<file path="config.mk">
export PLATFORM = sky130hd
export DESIGN_NAME = vnet_crc8
export DESIGN_NICKNAME = d
export VERILOG_FILES = /design/src/rtl/vnet_crc_pkg.sv /design/src/rtl/crc8_byte_step.sv /design/src/rtl/crc8_rem_reg.sv /design/src/rtl/crc8_residue_flags.sv /design/src/rtl/vnet_crc8.sv
export SDC_FILE = /design/constraint.sdc
export NUM_CORES = 1
export LEC_CHECK = 0
export ABC_AREA = 1
export BUFFER_PORTS_ARGS = -buffer_cell sky130_fd_sc_hd__buf_2
export CORE_MARGIN = 2
export CORE_UTILIZATION = 41
export DETAILED_ROUTE_END_ITERATION = 10
export PLACE_DENSITY_LB_ADDON = 0.12
export SLEW_MARGIN = 20
export SYNTH_ARGS = -nofsm -noshare
export SYNTH_HDL_FRONTEND = slang
export SYNTH_SLANG_ARGS = --single-unit
</file>
<file path="constraint.sdc">
create_clock -name clk -period 1.9 [get_ports clk]
set_clock_uncertainty 0.05 [all_clocks]
set_input_delay 0.38 -clock clk [delete_from_list [all_inputs] [get_ports clk]]
set_output_delay 0.38 -clock clk [all_outputs]
set_load 0.03 [all_outputs]
</file>
<file path="src/rtl/vnet_crc_pkg.sv">
package vnet_crc_pkg;
   localparam int unsigned CRC_W   = 8;
   localparam int unsigned DATA_W  = 8;
   localparam logic [CRC_W-1:0] POLY    = 8'h1D;
   localparam logic [CRC_W-1:0] PRESET  = 8'hFF;
   localparam logic [CRC_W-1:0] RESIDUE = 8'hC4;
   typedef logic [CRC_W-1:0] crc_t;
endpackage

</file>
<file path="src/rtl/crc8_byte_step.sv">
module crc8_byte_step #(
   parameter int unsigned CRC_W = vnet_crc_pkg::CRC_W,
   parameter int unsigned DATA_W = vnet_crc_pkg::DATA_W,
   parameter logic [CRC_W-1:0] POLY = vnet_crc_pkg::POLY,
   parameter bit MSB_FIRST = 1'b1
) (
   input  logic [CRC_W-1:0]  rem_i,
   input  logic [DATA_W-1:0] data_i,
   output logic [CRC_W-1:0]  rem_o
);
   localparam int unsigned STAGES = DATA_W;

   generate
      if (CRC_W < 2) begin : g_bad_w
         $error("crc8_byte_step: CRC_W must be at least 2");
      end
      if (DATA_W < 1) begin : g_bad_d
         $error("crc8_byte_step: DATA_W must be at least 1");
      end
   endgenerate

   logic [CRC_W-1:0] chain [STAGES+1];
   assign chain[0] = rem_i;

   generate
      for (genvar g = 0; g < STAGES; g++) begin : g_stage
         logic in_bit;
         logic fb;
         if (MSB_FIRST) begin : g_msb
            assign in_bit = data_i[DATA_W-1-g];
         end else begin : g_lsb
            assign in_bit = data_i[g];
         end
         assign fb = chain[g][CRC_W-1] ^ in_bit;
         assign chain[g+1] = {chain[g][CRC_W-2:0], 1'b0} ^ ({CRC_W{fb}} & POLY);
      end
   endgenerate

   assign rem_o = chain[STAGES];
endmodule

</file>
<file path="src/rtl/crc8_rem_reg.sv">
module crc8_rem_reg #(
   parameter int unsigned CRC_W = vnet_crc_pkg::CRC_W,
   parameter logic [CRC_W-1:0] PRESET = vnet_crc_pkg::PRESET
) (
   input  logic             clk,
   input  logic             rst_n,
   input  logic             clr,
   input  logic             load,
   input  logic [CRC_W-1:0] next_rem,
   output logic [CRC_W-1:0] rem
);
   always_ff @(posedge clk or negedge rst_n) begin
      if (!rst_n)    rem <= PRESET;
      else if (clr)  rem <= PRESET;
      else if (load) rem <= next_rem;
   end


   preset_after_clr_chk: assert property (@(posedge clk) disable iff (!rst_n)
      clr |=> rem == PRESET);

   hold_when_idle_chk: assert property (@(posedge clk) disable iff (!rst_n)
      (!clr && !load) |=> $stable(rem));

   clr_beats_load_chk: assert property (@(posedge clk) disable iff (!rst_n)
      (clr && load) |=> rem == PRESET);
endmodule

</file>
<file path="src/rtl/crc8_residue_flags.sv">
module crc8_residue_flags #(
   parameter int unsigned CRC_W = vnet_crc_pkg::CRC_W,
   parameter logic [CRC_W-1:0] RESIDUE = vnet_crc_pkg::RESIDUE
) (
   input  logic             clk,
   input  logic             rst_n,
   input  logic             clr,
   input  logic             sample,
   input  logic [CRC_W-1:0] rem,
   output logic             ok,
   output logic             err
);
   logic miss;
   assign miss = (rem != RESIDUE);

   always_ff @(posedge clk or negedge rst_n) begin
      if (!rst_n) begin
         ok  <= 1'b0;
         err <= 1'b0;
      end else if (clr) begin
         ok  <= 1'b0;
         err <= 1'b0;
      end else if (sample) begin
         err <= err | miss;
         ok  <= ~miss & ~err;
      end
   end


   flags_exclusive_chk: assert property (@(posedge clk) disable iff (!rst_n)
      !(ok && err));

   err_sticky_chk: assert property (@(posedge clk) disable iff (!rst_n)
      (err && !clr) |=> err);

   mismatch_err_chk: assert property (@(posedge clk) disable iff (!rst_n)
      (sample && !clr && miss) |=> (err && !ok));

   match_ok_chk: assert property (@(posedge clk) disable iff (!rst_n)
      (sample && !clr && !miss && !err) |=> ok);

   clr_beats_sample_chk: assert property (@(posedge clk) disable iff (!rst_n)
      clr |=> (!ok && !err));
endmodule

</file>
<file path="src/rtl/vnet_crc8.sv">
module vnet_crc8 #(
   parameter int unsigned CRC_W = vnet_crc_pkg::CRC_W,
   parameter int unsigned DATA_W = vnet_crc_pkg::DATA_W,
   parameter logic [CRC_W-1:0] POLY = vnet_crc_pkg::POLY,
   parameter logic [CRC_W-1:0] PRESET = vnet_crc_pkg::PRESET,
   parameter logic [CRC_W-1:0] RESIDUE = vnet_crc_pkg::RESIDUE,
   parameter bit MSB_FIRST = 1'b1
) (
   input  logic              clk,
   input  logic              rst_n,
   input  logic              sof_clr,
   input  logic              byte_vld,
   input  logic [DATA_W-1:0] byte_in,
   input  logic              frame_end,
   output logic [CRC_W-1:0]  crc_byte,
   output logic              crc_ok,
   output logic              crc_err
);
   logic [CRC_W-1:0] rem_q;
   logic [CRC_W-1:0] rem_next;

   crc8_byte_step #(
      .CRC_W(CRC_W), .DATA_W(DATA_W), .POLY(POLY), .MSB_FIRST(MSB_FIRST)
   ) u_step (
      .rem_i(rem_q), .data_i(byte_in), .rem_o(rem_next)
   );

   crc8_rem_reg #(.CRC_W(CRC_W), .PRESET(PRESET)) u_rem (
      .clk(clk), .rst_n(rst_n), .clr(sof_clr), .load(byte_vld),
      .next_rem(rem_next), .rem(rem_q)
   );

   crc8_residue_flags #(.CRC_W(CRC_W), .RESIDUE(RESIDUE)) u_flags (
      .clk(clk), .rst_n(rst_n), .clr(sof_clr), .sample(frame_end),
      .rem(rem_q), .ok(crc_ok), .err(crc_err)
   );

   assign crc_byte = ~rem_q;


   byte_folds_chk: assert property (@(posedge clk) disable iff (!rst_n)
      (byte_vld && !sof_clr) |=> rem_q == $past(rem_next));

   complement_chk: assert property (@(posedge clk) disable iff (!rst_n)
      (crc_byte ^ rem_q) == {CRC_W{1'b1}});
endmodule

</file>
# After elaboration in Yosys (flattened, before gate mapping)
# Cells that the tools add are included.
dict set report totals {
  regBits 10
  out_inout_bits 10
  wordCells 33
}
dict set report classes {
  bitwise_logic 21
  n_mux 6
  reduce_logical 2
  n_eq_ne 1
}
# op count
set ops {}
lappend ops {{8-bit by 5-bit XOR with 8-bit output} 8}
lappend ops {{8-bit two-way mux} 2}
lappend ops {{8-bit inequality test (second input constant)} 1}
lappend ops {{8-bit inverter} 1}
lappend ops {{1-bit XOR} 8}
lappend ops {{1-bit two-way mux} 4}
lappend ops {{2-bit nonzero test} 2}
lappend ops {{1-bit inverter} 2}
lappend ops {{1-bit AND} 1}
lappend ops {{1-bit bitwise OR} 1}

# Longest topological paths before layout
dict set report depth {
  depth_word 18
  mapped_depth 14
  mapped_depth_nobuf 14
}

# Modules after synthesis
# From an unflattened synthesis, not the netlist that was laid out.
dict set report hier_totals {
  hier_cells 166
  hier_area_um2 1067.3
}
# mod cells_per_inst seq_area_each_um2 n_inst area_each_um2
set modules_own_cells {}
lappend modules_own_cells {crc8_byte_step 106 0.0 1 564.3}
lappend modules_own_cells {crc8_rem_reg 36 210.2 1 356.6}
lappend modules_own_cells {crc8_residue_flags 16 50.0 1 116.4}
lappend modules_own_cells {vnet_crc8 8 0.0 1 30.0}

# Worst setup path after synthesis
# Ideal clock, no wire load.
dict set report synth_timing {
  path_type {register to register}
  startpoint {register u_rem.rem[7]}
  endpoint {register u_rem.rem[4]}
  arrival_ps 1505
  required_time_ps 1773
  path_slack_ps 268
  path_buffers 0
  period_less_slack_ps 1632
  stages_incl_launch_ff 14
  setup_ps 77
  path_cell_list {dfstp_2 -> inv_1 -> nand2_1 -> nand2_1 -> inv_1 -> nand3_1 -> nand2_1 -> nand2_1 -> nand2_2 -> inv_1 -> nand2_1 -> nand3_1 -> nand3_1 -> nand2_1}
}
dict set report synth_between {
  elab_chain_len 12
}
# element line_no
set synth_lines {}
lappend synth_lines {{start, declared} crc8_rem_reg.sv:10} ;# output logic [CRC_W-1:0] rem
lappend synth_lines {{start signal, assigned} crc8_rem_reg.sv:15} ;# else if (load) rem <= next_rem;
lappend synth_lines {{1-bit XOR *} crc8_byte_step.sv:34} ;# assign fb = chain[g][CRC_W-1] ^ in_bit;
lappend synth_lines {{8-bit by 5-bit XOR with 8-bit output * (5 in a row)} crc8_byte_step.sv:35} ;# assign chain[g+1] = {chain[g][CRC_W-2:0], 1'b0} ^ ({CRC_W{fb}} & POLY);
lappend synth_lines {{1-bit XOR / 8-bit by 5-bit XOR with 8-bit output (equally long branches)} {crc8_byte_step.sv:34, crc8_byte_step.sv:35}}
lappend synth_lines {{8-bit by 5-bit XOR with 8-bit output * (3 in a row)} crc8_byte_step.sv:35}
lappend synth_lines {{8-bit two-way mux *} crc8_rem_reg.sv:15}
lappend synth_lines {{8-bit two-way mux *} crc8_rem_reg.sv:14} ;# else if (clr) rem <= PRESET;
# Every way passes the cells marked *; elsewhere a longest branch is shown, timed or not. The select of a mux whose other input is x is not followed.
# A chain may end at the register's enable or synchronous reset.

# Final worst setup path
dict set report layout_timing {
  startpoint {register u_rem.rem[5]}
  endpoint {register u_rem.rem[4]}
}
dict set report layout_between {
  elab_chain_len 12
}
# element line_no
set layout_lines {}
lappend layout_lines {{8-bit by 5-bit XOR with 8-bit output * (2 in a row)} crc8_byte_step.sv:35}
lappend layout_lines {{1-bit XOR *} crc8_byte_step.sv:34}
lappend layout_lines {{8-bit by 5-bit XOR with 8-bit output * (4 in a row)} crc8_byte_step.sv:35}
lappend layout_lines {{1-bit XOR / 8-bit by 5-bit XOR with 8-bit output (equally long branches)} {crc8_byte_step.sv:34, crc8_byte_step.sv:35}}
lappend layout_lines {{8-bit by 5-bit XOR with 8-bit output * (2 in a row)} crc8_byte_step.sv:35}
lappend layout_lines {{8-bit two-way mux *} crc8_rem_reg.sv:15}
lappend layout_lines {{8-bit two-way mux *} crc8_rem_reg.sv:14}
# Marks and branches as above.

==> impl_metrics.ini <==
[cells_and_area]
antenna_diode_count = 0
post_route_cells_drive_above_1_share_pct = 26.4
nNetsFinal = 192
postLayoutCellArea_sq_um = 1120
layout_commonest_cell = nand2_1
nFillCells = 226
area_delta_synth_final_pct = 22.8
most_frequent_cells_in_the_layout = nand2_1 (60), inv_1 (23), buf_2 (22)

[drt]
dr.first_iter.drc_count = 20
drc_errors = 0
postRouteWirelength_um = 2360
post_drt_via_cell_ratio = 4.75
route.vias.total = 979
route.detailed.wl_per_inst_um = 11.4
drt-pass1-iter-count = 6
ant_nets = 0

[worst_setup_path]
critPathArrivalTime_ns = 1.87
timing.critical_path.from_type = flop
critical-path-slowest-cell = dfstp_2
cp-end-kind = flop
slowest_delay_ns = 0.55
crit_path_frequent_cell = nand2_1
timing.critical_path.fanout_max = 5
worst-setup-path-type = reg2reg
cp.required_ns = 2.06
worstPathCellList = inv_2, nand2_1, nand2_1, nand2_1, nand3_1, nand2_1, nand2_1, nand2_2, inv_1, nand2_1, nand2_1, nand2_1, nand3_1, nand2_1

[sta]
timing.slew.headroom_pct = 76.8
finalSetupTns_ns = 0
tightest_slew_ns = 0.346
rsz0062_at_grt = false
clock_period_minus_final_worst_setup_slack_ns = 1.71
drv_slew = 0
final_min_period_over_clock_period_pct = 90.0
timing.fmax_mhz = 585
worst_hold_slack_ns = 0.291
setup_viol = 0
hold_viol_final = 0

[global_routing]
grt_pass1_vias = 873
grt_max_degree = 11
grtUsageTotal_pct = 20.0
grt-ovfl-total = 0
grt_pass1_wl_um = 3860
initial_antenna_violation_count = 0

[place]
gpl_congestion = 0.936
detailedPlacementHpwl_um = 1940
portBuffers = 22
detailed_place.area_sq_um = 1080

[synthesis]
synthesis.instances = 149
syn-cell-area_sq_um = 916
synth_warnings = 0
avgSynthCellArea_sq_um = 6.15
synth.yosys.seq_area_share_pct = 28.4
synth_largest_type_area_fraction_pct = 25.4
seq_cells_post_synth = 10
synthesized_netlist_net_count = 162
synthDistinctLibCells = 20
synth.top_cells.by_area = nand2_1 (25%), dfstp_2 (23%), nand3_1 (9.8%), inv_1 (9.8%), xor2_1 (6.7%)
post_synth_top_area_cell = nand2_1

[pwr]
total_power_w = 0.00192
leakagePower_nw = 0.677
peakVddDrop_v = 0.000833
cellPowerDensity_nw_per_um2 = 1710

[clocking]
tritoncts.num_buffers = 3
clock-root-buffer = clkbuf_4
maximum_level_of_the_cts_h_tree = 1
cts_tree = done
cts_num_sinks = 10
clock_latency_ns = 0.27
ctsLongestPathBuffers = 2
cts.clk_slew.worst_paths_ns = 0.07

[die]
placeableCoreArea_sq_um = 2170
die_area_sq_um = 2630
io_pins = 23
floorplan.initialDensity_pct = 42.2
rows = 17
dieWidth_um = 51.3
floorplan.die.height_um = 51.3

[flow_run]
timing.max_cap.violations = 0

[worst_hold_path]
hold_path_class = in2reg

[run_status]
outcome = finished clean
[power breakdown]
part	switching (W)	internal, W
logic	0.000894	0.000436
clock network	0.0000783	0.0000814
registers	0.0000846	0.000346
total	0.00106	0.000863
[state kept, by name (all words and copies together) (netlist names)]
register and flops:
u_flags.ok 1, u_flags.err 1, u_rem.rem 8
[stage by stage]
step	worst slack [ns]	utilization (%)	cells
6_report	0.190	51.8	206
5_1_grt	0.0145	51.8	206
4_1_cts	0.123	51.3	206
3_5_place_dp	0.141	49.6	201
3_3_place_gp	0.160	49.6	201
2_1_floorplan	0.268	-	149
[final timing paths]
kind / cells after the start / slack [ns] / startpoint / end
max: 14 / 0.19 / u_rem.rem[5] / u_rem.rem[4]
min in group asynchronous: 2 / 0.45 / rst_n / u_flags.err
min reg2reg: 2 / 0.45 / u_rem.rem[3] / u_rem.rem[3]
max reg2reg: 14 / 0.19 / u_rem.rem[5] / u_rem.rem[4]
max in group asynchronous: 2 / 1.08 / rst_n / u_rem.rem[5]
min: 2 / 0.29 / sof_clr / u_flags.err
[logic make-up after synthesis]
| group | synth area share [%] |
|---|---|
| AO/OA/AOI/OAI | 5.60 |
| AND/OR/NAND/NOR | 42.5 |
| XOR/XNOR | 12.4 |
| buffers and inverters | 11.1 |
| flip-flops | 28.4 |
[cells in the mapped netlist]
cell     count
nand2_1     62
inv_1       24
nand3_1     18
dfstp_2      8
xor2_1       7
nor2_1       6
a21oi_1      3
inv_2        3
nand2_2      3
a22oi_1      2
dfrtp_1      2
nand4_1      2
o21ai_0      2
and3_1       1
o21ai_1      1
o22ai_1      1
or2_1        1
xnor2_1      1
xor2_2       1
xor2_4       1
[layout make-up]
type | count | area, sq um | share of cell area, %
clock buffers | 4 | 26.3 | 2.34
flip-flops and latches | 10 | 260 | 23.1
multi-input cells | 112 | 567 | 50.4
inverters | 27 | 101 | 9.01
well taps | 28 | 35.0 | 3.11
repair buffers | 25 | 135 | 12.0
[timing repair]
action / 4_1_cts / 5_1_grt
setup endpoints to repair: 0 / 4
setup buffers: 0 / 0
gates resized for setup: 0 / 4
hold endpoints to repair: 2 / 0
hold buffers: 1 / 0
[layer usage]
metal / track usage, % / vias up / share of wire [%]
met2: 34.6 / 22 / 48
met4: 5.26 / 0 / 0.81
met3: 2.63 / 2 / 4.5
li1: - / 517 / -
met5: 0 / - / 0
met1: 26.0 / 438 / 47
[critical path: cells and delay by family, from the launching register on]
family                 cells  cell delay [ns]
DFF                        1             0.55
and+or+nand+nor           12             0.90
buffers and inverters      2             0.14
(Power assumes the default switching activity.)
